**src/rtl/sdhfa_pkg.sv**
```systemverilog
package sdhfa_pkg;

  // Alignment state of the detector
  typedef enum logic [1:0] {
    ST_HUNT    = 2'd0,
    ST_CONFIRM = 2'd1,
    ST_SYNC    = 2'd2
  } alignState_e;

  // Strobes from control to datapath
  typedef struct packed {
    logic huntMode;   // searching: no frame strobe
    logic loadAlign;  // reload position so next byte is row 0, col PAT_LEN
  } ctrlStrobe_t;

  // Observations from datapath to control
  typedef struct packed {
    logic patMatch;   // last PAT_LEN valid bytes (incl. current) form the word
    logic atCheck;    // current byte sits on the last alignment-word column
  } dpStatus_t;

endpackage

```
**src/rtl/sdhfa_datapath.sv**
```systemverilog
module sdhfa_datapath
  import sdhfa_pkg::*;
#(
  parameter int ROWS = 9,
  parameter int COLS = 270,
  parameter int NUM_A = 3,
  parameter logic [7:0] A1_VAL = 8'hF6,
  parameter logic [7:0] A2_VAL = 8'h28,
  localparam int ROW_W = $clog2(ROWS),
  localparam int COL_W = $clog2(COLS)
) (
  input  logic             clk,
  input  logic             rstN,
  input  logic [7:0]       dataIn,
  input  logic             dataValid,
  input  ctrlStrobe_t      ctrl,
  output dpStatus_t        dpSt,
  output logic [ROW_W-1:0] rowIdx,
  output logic [COL_W-1:0] colIdx,
  output logic             frameStart
);

  localparam int PAT_LEN = 2 * NUM_A;
  localparam int HIST_W = 8 * (PAT_LEN - 1);
  localparam logic [ROW_W-1:0] ROW_LAST = ROW_W'(ROWS - 1);
  localparam logic [COL_W-1:0] COL_LAST = COL_W'(COLS - 1);
  localparam logic [COL_W-1:0] COL_LOAD = COL_W'(PAT_LEN);
  localparam logic [COL_W-1:0] COL_CHECK = COL_W'(PAT_LEN - 1);

  // ---------------- pattern window ----------------
  logic [HIST_W-1:0]    histQ;
  logic [8*PAT_LEN-1:0] windowBytes;
  logic [PAT_LEN-1:0]   byteHit;

  always_ff @(posedge clk or negedge rstN) begin
    if (!rstN) begin
      histQ <= '0;
    end else if (dataValid) begin
      histQ <= {histQ[HIST_W-9:0], dataIn};
    end
  end

  assign windowBytes = {histQ, dataIn};

  // byte k = 0 is the oldest in the window
  for (genvar k = 0; k < PAT_LEN; k++) begin : g_cmp
    localparam logic [7:0] EXP_BYTE = (k < NUM_A) ? A1_VAL : A2_VAL;
    assign byteHit[k] = (windowBytes[8*(PAT_LEN-1-k) +: 8] == EXP_BYTE);
  end

  assign dpSt.patMatch = &byteHit;

  // ---------------- position counters ----------------
  logic [ROW_W-1:0] rowQ;
  logic [COL_W-1:0] colQ;

  always_ff @(posedge clk or negedge rstN) begin
    if (!rstN) begin
      rowQ <= '0;
      colQ <= '0;
    end else if (dataValid) begin
      if (ctrl.loadAlign) begin
        rowQ <= '0;
        colQ <= COL_LOAD;
      end else if (colQ == COL_LAST) begin
        colQ <= '0;
        rowQ <= (rowQ == ROW_LAST) ? '0 : rowQ + ROW_W'(1);
      end else begin
        colQ <= colQ + COL_W'(1);
      end
    end
  end

  assign dpSt.atCheck = (rowQ == '0) && (colQ == COL_CHECK);
  assign rowIdx       = rowQ;
  assign colIdx       = colQ;
  assign frameStart   = dataValid && !ctrl.huntMode && (rowQ == '0) && (colQ == '0);

  // ---------------- assertions ----------------
  a_r4_idle_hold: assert property (@(posedge clk) disable iff (!rstN)
    !dataValid |=> ($stable(rowQ) && $stable(colQ)))
    else $error("a_r4_idle_hold");

  a_r3_col_wrap: assert property (@(posedge clk) disable iff (!rstN)
    (dataValid && !ctrl.loadAlign && colQ == COL_LAST) |=> (colQ == '0))
    else $error("a_r3_col_wrap");

  a_r3_frame_wrap: assert property (@(posedge clk) disable iff (!rstN)
    (dataValid && !ctrl.loadAlign && colQ == COL_LAST && rowQ == ROW_LAST)
      |=> (rowQ == '0))
    else $error("a_r3_frame_wrap");

  a_r2_load_target: assert property (@(posedge clk) disable iff (!rstN)
    (dataValid && ctrl.loadAlign) |=> (rowQ == '0 && colQ == COL_LOAD))
    else $error("a_r2_load_target");

  a_r3_in_range: assert property (@(posedge clk) disable iff (!rstN)
    (rowQ <= ROW_LAST) && (colQ <= COL_LAST))
    else $error("a_r3_in_range");

endmodule

```
**src/rtl/sdhfa_control.sv**
```systemverilog
module sdhfa_control
  import sdhfa_pkg::*;
#(
  parameter int ROWS = 9,
  parameter int COLS = 270,
  parameter int OOF_FRAMES = 4,
  parameter int INF_FRAMES = 2,
  parameter int LOF_FRAMES = 24,
  parameter int LOF_CLR_FRAMES = 24
) (
  input  logic        clk,
  input  logic        rstN,
  input  logic        dataValid,
  input  dpStatus_t   dpSt,
  output ctrlStrobe_t ctrl,
  output logic        outOfFrame,
  output logic        lossOfFrame
);

  localparam int FRAME_BYTES = ROWS * COLS;
  localparam int SET_BYTES = LOF_FRAMES * FRAME_BYTES;
  localparam int CLR_BYTES = LOF_CLR_FRAMES * FRAME_BYTES;
  localparam int MAX_BYTES = (SET_BYTES > CLR_BYTES) ? SET_BYTES : CLR_BYTES;
  localparam int TMR_W = $clog2(MAX_BYTES + 1);
  localparam int GOOD_W = $clog2(INF_FRAMES + 1);
  localparam int ERR_W = $clog2(OOF_FRAMES + 1);
  localparam logic [TMR_W-1:0] SET_LAST = TMR_W'(SET_BYTES - 1);
  localparam logic [TMR_W-1:0] CLR_LAST = TMR_W'(CLR_BYTES - 1);
  localparam logic [GOOD_W-1:0] GOOD_LAST = GOOD_W'(INF_FRAMES - 1);
  localparam logic [ERR_W-1:0] ERR_LAST = ERR_W'(OOF_FRAMES - 1);

  alignState_e       stateQ;
  logic [GOOD_W-1:0] goodCntQ;
  logic [ERR_W-1:0]  errCntQ;
  logic [TMR_W-1:0]  lofTmrQ;
  logic              lofQ;
  logic              checkNow;
  logic              timerRun;
  logic [TMR_W-1:0]  timerLast;

  assign checkNow = dataValid && dpSt.atCheck;

  // ---------------- alignment state machine ----------------
  always_ff @(posedge clk or negedge rstN) begin
    if (!rstN) begin
      stateQ   <= ST_HUNT;
      goodCntQ <= '0;
      errCntQ  <= '0;
    end else if (dataValid) begin
      case (stateQ)
        ST_HUNT: begin
          if (dpSt.patMatch) begin
            stateQ   <= ST_CONFIRM;
            goodCntQ <= '0;
          end
        end
        ST_CONFIRM: begin
          if (checkNow) begin
            if (!dpSt.patMatch) begin
              stateQ <= ST_HUNT;
            end else if (goodCntQ == GOOD_LAST) begin
              stateQ  <= ST_SYNC;
              errCntQ <= '0;
            end else begin
              goodCntQ <= goodCntQ + GOOD_W'(1);
            end
          end
        end
        ST_SYNC: begin
          if (checkNow) begin
            if (dpSt.patMatch) begin
              errCntQ <= '0;
            end else if (errCntQ == ERR_LAST) begin
              stateQ <= ST_HUNT;
            end else begin
              errCntQ <= errCntQ + ERR_W'(1);
            end
          end
        end
        default: stateQ <= ST_HUNT;
      endcase
    end
  end

  assign outOfFrame     = (stateQ != ST_SYNC);
  assign ctrl.huntMode  = (stateQ == ST_HUNT);
  assign ctrl.loadAlign = dataValid && (stateQ == ST_HUNT) && dpSt.patMatch;

  // ---------------- loss-of-frame timer ----------------
  // Runs while the status disagrees with the flag; any agreeing byte restarts it.
  assign timerRun  = outOfFrame != lofQ;
  assign timerLast = lofQ ? CLR_LAST : SET_LAST;

  always_ff @(posedge clk or negedge rstN) begin
    if (!rstN) begin
      lofTmrQ <= '0;
      lofQ    <= 1'b0;
    end else if (dataValid) begin
      if (!timerRun) begin
        lofTmrQ <= '0;
      end else if (lofTmrQ == timerLast) begin
        lofTmrQ <= '0;
        lofQ    <= ~lofQ;
      end else begin
        lofTmrQ <= lofTmrQ + TMR_W'(1);
      end
    end
  end

  assign lossOfFrame = lofQ;

  // ---------------- assertions ----------------
  a_r6_oof_on_miss: assert property (@(posedge clk) disable iff (!rstN)
    $rose(outOfFrame) |-> $past(checkNow && !dpSt.patMatch))
    else $error("a_r6_oof_on_miss");

  a_r5_lock_on_hit: assert property (@(posedge clk) disable iff (!rstN)
    $fell(outOfFrame) |-> $past(checkNow && dpSt.patMatch))
    else $error("a_r5_lock_on_hit");

  a_r7_lof_needs_oof: assert property (@(posedge clk) disable iff (!rstN)
    $rose(lossOfFrame) |-> $past(outOfFrame && dataValid))
    else $error("a_r7_lof_needs_oof");

  a_r8_lof_clear_in_frame: assert property (@(posedge clk) disable iff (!rstN)
    $fell(lossOfFrame) |-> $past(!outOfFrame && dataValid))
    else $error("a_r8_lof_clear_in_frame");

  a_r4_idle_no_change: assert property (@(posedge clk) disable iff (!rstN)
    !dataValid |=> ($stable(stateQ) && $stable(lossOfFrame)))
    else $error("a_r4_idle_no_change");

endmodule

```
**src/rtl/sdh_frame_aligner.sv**
```systemverilog
module sdh_frame_aligner
  import sdhfa_pkg::*;
#(
  parameter int ROWS = 9,
  parameter int COLS = 270,
  parameter int NUM_A = 3,
  parameter logic [7:0] A1_VAL = 8'hF6,
  parameter logic [7:0] A2_VAL = 8'h28,
  parameter int OOF_FRAMES = 4,
  parameter int INF_FRAMES = 2,
  parameter int LOF_FRAMES = 24,
  parameter int LOF_CLR_FRAMES = 24,
  localparam int ROW_W = $clog2(ROWS),
  localparam int COL_W = $clog2(COLS)
) (
  input  logic             clk,
  input  logic             rstN,
  input  logic [7:0]       dataIn,
  input  logic             dataValid,
  output logic             frameStart,
  output logic [ROW_W-1:0] rowIdx,
  output logic [COL_W-1:0] colIdx,
  output logic             outOfFrame,
  output logic             lossOfFrame
);

  ctrlStrobe_t ctrl;
  dpStatus_t   dpSt;

  sdhfa_datapath #(
    .ROWS   (ROWS),
    .COLS   (COLS),
    .NUM_A  (NUM_A),
    .A1_VAL (A1_VAL),
    .A2_VAL (A2_VAL)
  ) u_datapath (
    .clk        (clk),
    .rstN       (rstN),
    .dataIn     (dataIn),
    .dataValid  (dataValid),
    .ctrl       (ctrl),
    .dpSt       (dpSt),
    .rowIdx     (rowIdx),
    .colIdx     (colIdx),
    .frameStart (frameStart)
  );

  sdhfa_control #(
    .ROWS           (ROWS),
    .COLS           (COLS),
    .OOF_FRAMES     (OOF_FRAMES),
    .INF_FRAMES     (INF_FRAMES),
    .LOF_FRAMES     (LOF_FRAMES),
    .LOF_CLR_FRAMES (LOF_CLR_FRAMES)
  ) u_control (
    .clk         (clk),
    .rstN        (rstN),
    .dataValid   (dataValid),
    .dpSt        (dpSt),
    .ctrl        (ctrl),
    .outOfFrame  (outOfFrame),
    .lossOfFrame (lossOfFrame)
  );

endmodule

```
**config.mk**
```make
export PLATFORM = sky130hd
export DESIGN_NAME = sdh_frame_aligner
export DESIGN_NICKNAME = d
export VERILOG_FILES = /design/src/rtl/sdhfa_pkg.sv /design/src/rtl/sdhfa_datapath.sv /design/src/rtl/sdhfa_control.sv /design/src/rtl/sdh_frame_aligner.sv
export SDC_FILE = /design/constraint.sdc
export NUM_CORES = 1
export LEC_CHECK = 0
export BUFFER_PORTS_ARGS = -buffer_cell sky130_fd_sc_hd__buf_2
export CAP_MARGIN = 15
export CORE_UTILIZATION = 30
export DETAILED_ROUTE_END_ITERATION = 8
export PLACE_DENSITY = 0.44
export SLEW_MARGIN = 5
export SYNTH_ARGS = -nofsm -noshare
export SYNTH_HDL_FRONTEND = slang
export SYNTH_HIERARCHICAL = 1
export SYNTH_SLANG_ARGS = --single-unit
export TNS_END_PERCENT = 20
```
**constraint.sdc**
```tcl
create_clock -name clk -period 3.8 [get_ports clk]
set_input_delay 0.76 -clock clk [delete_from_list [all_inputs] [get_ports clk]]
set_output_delay 0.76 -clock clk [all_outputs]
set_load 0.05 [all_outputs]
```
; ---- Word level (Yosys, flattened, before mapping)
; Cells that the tools add are included.
[totals]
regBits = 77
inputBits = 11
out_inout_bits = 16
elab_cells = 87
[classes]
addsub = 5
eq_ne = 26
n_mux = 27
n_bitwise = 1
reduce_logical = 20
[op_table]
columns = op, count
row1 = 16-bit two-way mux, 2
row2 = "8-bit by 6-bit equality test with 1-bit output, second input constant", 3
row3 = "8-bit equality test, second input constant", 3
row4 = 2-bit two-way mux, 11
row5 = 3-bit two-way mux, 6
row6 = 9-bit two-way mux, 2
row7 = "16-bit by 1-bit adder with 16-bit output, second input constant", 1
row8 = "16-bit equality test, second input constant", 1
row9 = 7-bit AND reduction, 2
row10 = 4-bit two-way mux, 3
row11 = "2-bit by 1-bit != test with 1-bit output, second input constant", 6
row12 = 6-bit AND reduction, 2
row13 = "9-bit by 1-bit adder with 9-bit output, second input constant", 1
row14 = "9-bit by 3-bit equality test with 1-bit output, second input constant", 1
row15 = "9-bit equality test, second input constant", 1
row16 = 9-bit zero test, 1
row17 = 1-bit logical AND, 7
row18 = "2-bit != test, second input constant", 3
row19 = 2-bit one-hot mux with 3 select lines, 1
row20 = 3-bit one-hot mux with 2 select lines, 1
row21 = 2-bit nonzero test, 3
row22 = "4-bit by 1-bit adder with 4-bit output, second input constant", 1
row23 = "2-bit by 1-bit equality test with 1-bit output, second input constant", 2
row24 = "4-bit equality test, second input constant", 1
row25 = other kinds (14), 14

; ---- Logic depth before layout (Yosys ltp)
; Gate-level depths: netlist (run 1).
[logic_depth]
ltp_word = 5
ltp_mapped = 10
ltp_nobuf = 9

; ---- By module
; Netlist (run 1), hierarchy kept.
[modules_own_cells]
columns = mod, n_inst, cells_per_inst, area_per_inst_um2, seq_area_each_um2
row1 = sdhfa_datapath, 1, 196, 2452.4, 1326.3
row2 = sdhfa_control, 1, 145, 1345.0, 600.6

; ---- Least setup slack after synthesis (run 1)
; Ideal clock, no wire load.
[synth_timing]
kind = flip-flop to output port
start = reg u_datapath.colQ[5], in the netlist u_datapath/colIdx[5]
end = out frameStart
t_arrival_ns = 2.804
required_time_ns = 3.040
setup_slack_ns = 0.236
stages_incl_launch_ff = 4
path_buffers = 0
cell_sequence = dfrtp_1 -> or4_4 -> or4_4 -> nor3_1
[synth_via]
elab_chain_len = 2
[synth_rtl]
columns = item, line
row1 = from (decl), sdhfa_datapath.sv:55  ; logic [COL_W-1:0] colQ;
row2 = from (signal assigned), sdhfa_datapath.sv:69  ; colQ <= colQ + COL_W'(1);
row3 = 9-bit zero test, sdhfa_datapath.sv:77  ; assign frameStart = dataValid && !ctrl.huntMode && (rowQ == '0) && (colQ == '0);
row4 = 1-bit logical AND, sdhfa_datapath.sv:77
row5 = to (decl), sdh_frame_aligner.sv:20  ; output logic frameStart,
; Every way passes these cells.

; ---- Worst setup path in the final report (run 1)
; Ends and elaborated chain as after synthesis.

==> summary.txt, run 1 <==
Global route
  • First-pass GRT wire length: approximately 14 mm
  • Pin count of the biggest net entering global routing: 78
  • Total GRT Usage: 0.140
  • Initial antenna violation count: 0
  • Overflow after GRT: 0
  • Vias in the first global route: around 2700

Timing
  • Final Skew: 0.00764 ns
  • Relative slew slack: 0.321
  • Final Hold Fails: 0
  • Tightest Pin Transition: roughly 1.0 ns
  • Crit share post-route: 0.822
  • Tmin final: around 3.1 ns
  • Max-slew violation count: 0
  • # setup viols final: 0
  • Fmax: 0.320 GHz
  • Setup TNS: 0 ns
  • RSZ-0062 raised after global routing: no

Clocking
  • Root buf cell: clkbuf_16
  • Post-CTS setup buffer count: 0
  • Clock Latency Late Sink: ~0.34 ns
  • H-Tree Depth: 3
  • CTS tree: done
  • Clock sink total: 77
  • Clock Path Buffers: 2
  • PostCTS Resize Cnt: 0
  • Reg clk slew, reported paths: ~0.06 ns
  • CTS Hold Bufs: 0
  • TritonCTS Buffers: 9

Floorplanning
  • Row cnt: 40
  • Starting Density: 0.312
  • Die area: between 0.01 and 0.015 sq mm
  • DIE HEIGHT: between 100 and 150 um
  • # IOs: 27
  • Core Area: between 0.01 and 0.015 sq mm
  • Die Width: 115 um

Worst setup path
  • Slowest stage delay, CP: about 0.60 ns
  • Crit end category: output pin
  • Worst R2R Path Depth: 10
  • FF-to-FF Start: u_datapath/histQ[21]
  • Buf/Inv on CP: 1
  • Arr. time, crit path: 2.37 ns
  • CP Class: reg2out
  • Critical path data required time: 3.04 ns
  • Dominant cell type by count on the critical path: or4_4
  • CP Launch Point: u_datapath/colIdx[5]
  • Crit path launch type: register
  • Worst-path fanout max: 7
  • Reg-to-reg endpoint: u_datapath/rowIdx[2]
  • CP max stage cell: or4_4
  • Reg-to-reg slack, setup: 0.84 ns
  • CP delay by family, top: simple AND/OR/NAND/NOR gates
  • Cell Chain, Critical Path: or4_4, or4_4, nor3_1, buf_2

Route
  • DR WL/cell: roughly 15 um
  • Antenna viol nets, final: 0
  • Total wire length: between 8 and 9 mm
  • DR DRC count: 0
  • Vias after detailed routing: between 2000 and 3000
  • DR iter-0 viols: between 150 and 200
  • DR pass1 iterations: 4
  • Vias/cell: between 5 and 6

Pwr
  • Leakage: ~1.9 nW
  • Peak supply drop: between 0.0002 and 0.00025 V
  • Cell Pwr Density: 536 mW/mm^2

Finish
  • Ant diodes: 0
  • Layout Area Growth over Synthesis: 15.6%
  • Ratio of cells with drive above 1 in the final layout: 0.249
  • Final instance area: roughly 0.0044 sq mm
  • Final Non-Filler Cells: approximately 540
  • Util after Layout: 0.361
  • Final nets: between 300 and 400

Yosys
  • Cell accounting for the most synthesized area: dfrtp_1
  • EDFF count, synth: 0
  • Syn nets: 361
  • Async SR Flop Fraction: 1.00
  • Synth Warn #: 6
  • Gate Count Post-Synth: ~340
  • Syn_area_per_cell: ~11 sq um
  • Main synth FF type: dfrtp_1
  • Register area share after synthesis: 0.507
  • Number of distinct library cells after synthesis: just under 60
  • #FFs+latches synth: between 70 and 80
  • Syn Std Cell Area: around 0.0038 sq mm
  • Synth top area cells: dfrtp_1, mux2_2, ha_1, nand3_1, nand4_1
  • Area fraction of the dominant cell type after synthesis: 0.507

Min path
  • Hold endpoint: u_datapath/histQ[34]
  • Class of the worst hold path: reg2reg
  • Min-Delay Path Depth: 1
  • Hold wc startpoint: u_datapath/histQ[34]

Run status
  • Outcome: complete, no violations

Place
  • Post-Place Cell Area: between 0.004 and 0.005 sq mm
  • IO buf count: 26
  • DP Wirelength: 5.50 mm
  • Gpl congestion: ~0.74
  • Dpl cells: ~530

Run
  • Max-cap violations: 0
## cells in the mapped netlist (5+ instances only)
cell      number
o21ai_0       13
nand3_1       22
nor3_1         6
dfrtp_1       77
mux2_2        43
inv_1         16
nand4_1       13
ha_1           9
or3_1          6
a22oi_1        6
a21oi_1       10
nand2_1       18
nor2_1        11
clkbuf_1       9
nor4_1         6
nor2b_1        5
a31oi_1        5
nand2b_1       7
## stage by stage
step | total power, mW | setup slack, ns | hold WS, ns
3_5_place_dp | 1.53 | 0.535 | 0.487
5_1_grt | 2.47 | 0.622 | 0.523
4_1_cts | 2.38 | 0.657 | 0.500
6_report | 2.35 | 0.675 | 0.502
3_3_place_gp | 1.53 | 0.601 | 0.489
2_1_floorplan | 1.38 | 0.236 | 0.464
## worst max path at each step
stage / slack [ns] / depth (start not counted) / end
finish: 0.67 / 4 / frameStart
CTS: 0.66 / 4 / frameStart
global placement: 0.60 / 11 / u_datapath/rowIdx[2]
floorplan: 0.24 / 3 / frameStart
global route: 0.62 / 10 / u_datapath/colIdx[6]
detailed placement: 0.53 / 11 / u_datapath/rowIdx[2]
## layout make-up
class                   instances  area, sq um
multi-input cells             235         1750
clock buffers                  12          236
flip-flops and latches         77         1930
clock inverters                 4         48.8
well taps                     168          210
repair buffers                 29          155
fillers                      1211         7770
inverters                      16         60.1
## cells in the final DEF (no fill, tap or decap), types with 3 or more instances in the layout
cell / instances
buf_2: 25
mux2i_1: 4
clkbuf_16: 9
mux2_2: 43
nor3_1: 6
dfrtp_1: 77
o21ai_0: 13
ha_1: 9
clkbuf_1: 3
a22o_1: 3
nor2b_1: 5
nand2_1: 18
a22oi_1: 6
nand2b_1: 7
nor4bb_1: 3
xnor2_1: 3
o31ai_1: 3
or4_4: 3
nor2_1: 11
a31oi_1: 5
nand4_1: 13
inv_1: 16
nor4_1: 6
nand3_1: 22
a21oi_1: 10
buf_4: 4
or3_1: 6
## per-layer routing
layer / share of wire / routed length, um / GRT usage
met5: 0 / 0 / 0
met4: 0.017 / 139 / 0.0675
met2: 0.42 / 3520 / 0.198
met3: 0.032 / 267 / 0.0286
met1: 0.53 / 4380 / 0.202
## kinds of logic (layout without fill, tap and decap cells)
kind of cell / Yosys count / in the layout / synth area share
and+or+nand+nor: 115 / 115 / 0.178
DFF: 77 / 77 / 0.507
AOI/OAI and AO/OA: 59 / 59 / 0.104
muxes: 47 / 47 / 0.138
buffers and inverters: 29 / 61 / 0.0310
adders and majority gates: 9 / 9 / 0.0297
xor gates and xnor gates: 5 / 5 / 0.0115
## registers in the layout, indices dropped and copies added, names as in the netlist
name                   flops
u_control/lofTmrQ         16
u_datapath/histQ          40
u_control/errCntQ          3
u_control/stateQ           2
u_datapath/rowIdx          4
u_control/goodCntQ         2
u_datapath/colIdx          9
u_control/lossOfFrame      1
## power by group
group	internal, mW	leakage (nW)	switching (mW)
combinational	0.164	0.792	0.270
clock	0.508	0.141	0.329
sequential	0.941	0.937	0.141
(Power assumes the default switching activity.)
==> run 2: changes to the inputs <==
==> constraint.sdc (replaced) <==
create_clock -name clk -period 2.9 [get_ports clk]
set_input_delay 0.58 -clock clk [delete_from_list [all_inputs] [get_ports clk]]
set_output_delay 0.58 -clock clk [all_outputs]
set_load 0.05 [all_outputs]
==> summary.txt, run 2 (synthesis results as in run 1) <==
Clocking
  • PostCTS Resize Cnt: 0
  • Clock sink total: 77
  • Post-CTS setup buffer count: 0
  • TritonCTS Buffers: 9
  • Clock Path Buffers: 2
  • CTS tree: done
  • Root buf cell: clkbuf_16
  • H-Tree Depth: 3
  • Reg clk slew, reported paths: about 0.060 ns
  • Clock Latency Late Sink: around 0.35 ns
  • CTS Hold Bufs: 0

Route
  • Vias/cell: around 5.1
  • DR WL/cell: 15.0 um
  • Total wire length: roughly 8.3 mm
  • Antenna viol nets, final: 0
  • DR iter-0 viols: 153
  • DR pass1 iterations: 4
  • DR DRC count: 0
  • Vias after detailed routing: ~2800

Finish
  • Fillcell total: 1207
  • Most common cell after layout, fill and taps aside: dfrtp_1
  • Multi-input gate area: ~0.0018 sq mm
  • Util after Layout: 0.378
  • Ant diodes: 0
  • Ratio of cells with drive above 1 in the final layout: 0.303
  • Final nets: 404
  • Register area: between 0.0015 and 0.002 sq mm
  • Max reg flops: 40
  • Layout Area Growth over Synthesis: 21.0%
  • Top reg by flops: u_datapath/histQ
  • Final instance area: about 0.0046 sq mm
  • Most frequent cells in the layout: dfrtp_1, mux2_2, buf_2, nand3_1, buf_4
  • Final Non-Filler Cells: around 560

Timing
  • Final Hold Fails: 0
  • Tightest Pin Transition: between 0.6 and 0.7 ns
  • Setup TNS: 0 ns
  • Worst Slack Setup Final: approximately 0.096 ns
  • RSZ-0062 raised after global routing: no
  • # setup viols final: 0
  • Crit share post-route: 0.967
  • Final Skew: approximately 0.0085 ns
  • Tmin final: 2.80 ns
  • Hold slack final: ~0.19 ns
  • Fmax: roughly 0.36 GHz
  • Max-slew violation count: 0
  • Relative slew slack: 0.581

Pwr
  • Total Power: between 3 and 4 mW
  • Peak supply drop: about 0.0003 V
  • Leakage: 1.99 nW
  • Cell Pwr Density: around 700 mW/mm^2

Floorplanning
  • Core Area: around 0.012 sq mm
  • Die area: roughly 0.013 sq mm
  • Die Width: between 100 and 150 um
  • Row cnt: 40
  • Starting Density: 0.312
  • # IOs: 27
  • DIE HEIGHT: between 100 and 150 um

Worst setup path
  • CP endpoint: frameStart
  • Worst-path fanout max: 5
  • CP Class: reg2out
  • Crit path launch type: register
  • Crit end category: output pin
  • Reg-to-reg endpoint: u_control/errCntQ[0]
  • FF-to-FF Start: u_datapath/colIdx[5]
  • CP Launch Point: u_datapath/colIdx[5]
  • Reg-to-reg slack, setup: 0.22 ns
  • Critical path data required time: around 2.3 ns
  • Arr. time, crit path: 2.22 ns
  • Worst R2R Path Depth: 7

Global route
  • First-pass GRT wire length: ~14 mm
  • Initial antenna violation count: 0
  • Pin count of the biggest net entering global routing: 44
  • Overflow after GRT: 0
  • Total GRT Usage: 0.143
  • Vias in the first global route: a little under 3000

Place
  • DP Wirelength: roughly 5.7 mm
  • Gpl congestion: 0.757
  • IO buf count: 26
  • Pre-CTS WS: -0.0329 ns
  • Dpl cells: between 500 and 600
  • Post-Place Cell Area: 0.00426 sq mm

Min path
  • Class of the worst hold path: in2async

Run
  • Max-cap violations: 0

Run status
  • Outcome: complete, no violations
## run 2: cell count changes in the layout (fill, tap and decap cells not counted), sizes merged
cell / change
clkinvlp: +2
buf: +15
clkbuf: -2
clkinv: -1
inv: +2
## run 2: layer usage
metal / global-route usage / vias up / wire (um)
li1: - / 1372 / -
met1: 0.184 / 1403 / 4040
met2: 0.223 / 46 / 3830
met3: 0.0413 / 9 / 343
met4: 0.0632 / 0 / 120
met5: 0 / - / 0
## run 2: area by class of cell
class                      count  area share
clock buffer                   9      0.0490
timing repair buffer          45      0.0632
sequential                    77       0.419
inverter                      16      0.0131
multi-input combinational    235       0.394
tap                          168      0.0458
clock inverter                 7      0.0158
## run 2: worst min-delay path by stage
stage	start	to	slack, ns	cells past startpoint
floorplan	rstN	u_control/errCntQ[0]	0.28	0
global placement	u_datapath/histQ[32]	u_datapath/histQ[32]	0.49	1
detailed placement	u_datapath/histQ[37]	u_datapath/histQ[37]	0.49	1
CTS	rstN	u_datapath/colIdx[4]	0.22	1
global route	rstN	u_control/lofTmrQ[0]	0.24	1
finish	rstN	u_datapath/colIdx[5]	0.19	1
## run 2: critical path: stages, from the launching register on
cell      delay, ns
dfrtp_1        0.37
or4_4          0.58
or4_4          0.52
nor3_4         0.16
clkbuf_4       0.24
## run 2: where the power goes
| group | internal (mW) | switching [mW] | total (mW) |
|---|---|---|---|
| registers | 1.23 | 0.138 | 1.37 |
| clock network | 0.669 | 0.472 | 1.14 |
| logic | 0.284 | 0.412 | 0.696 |
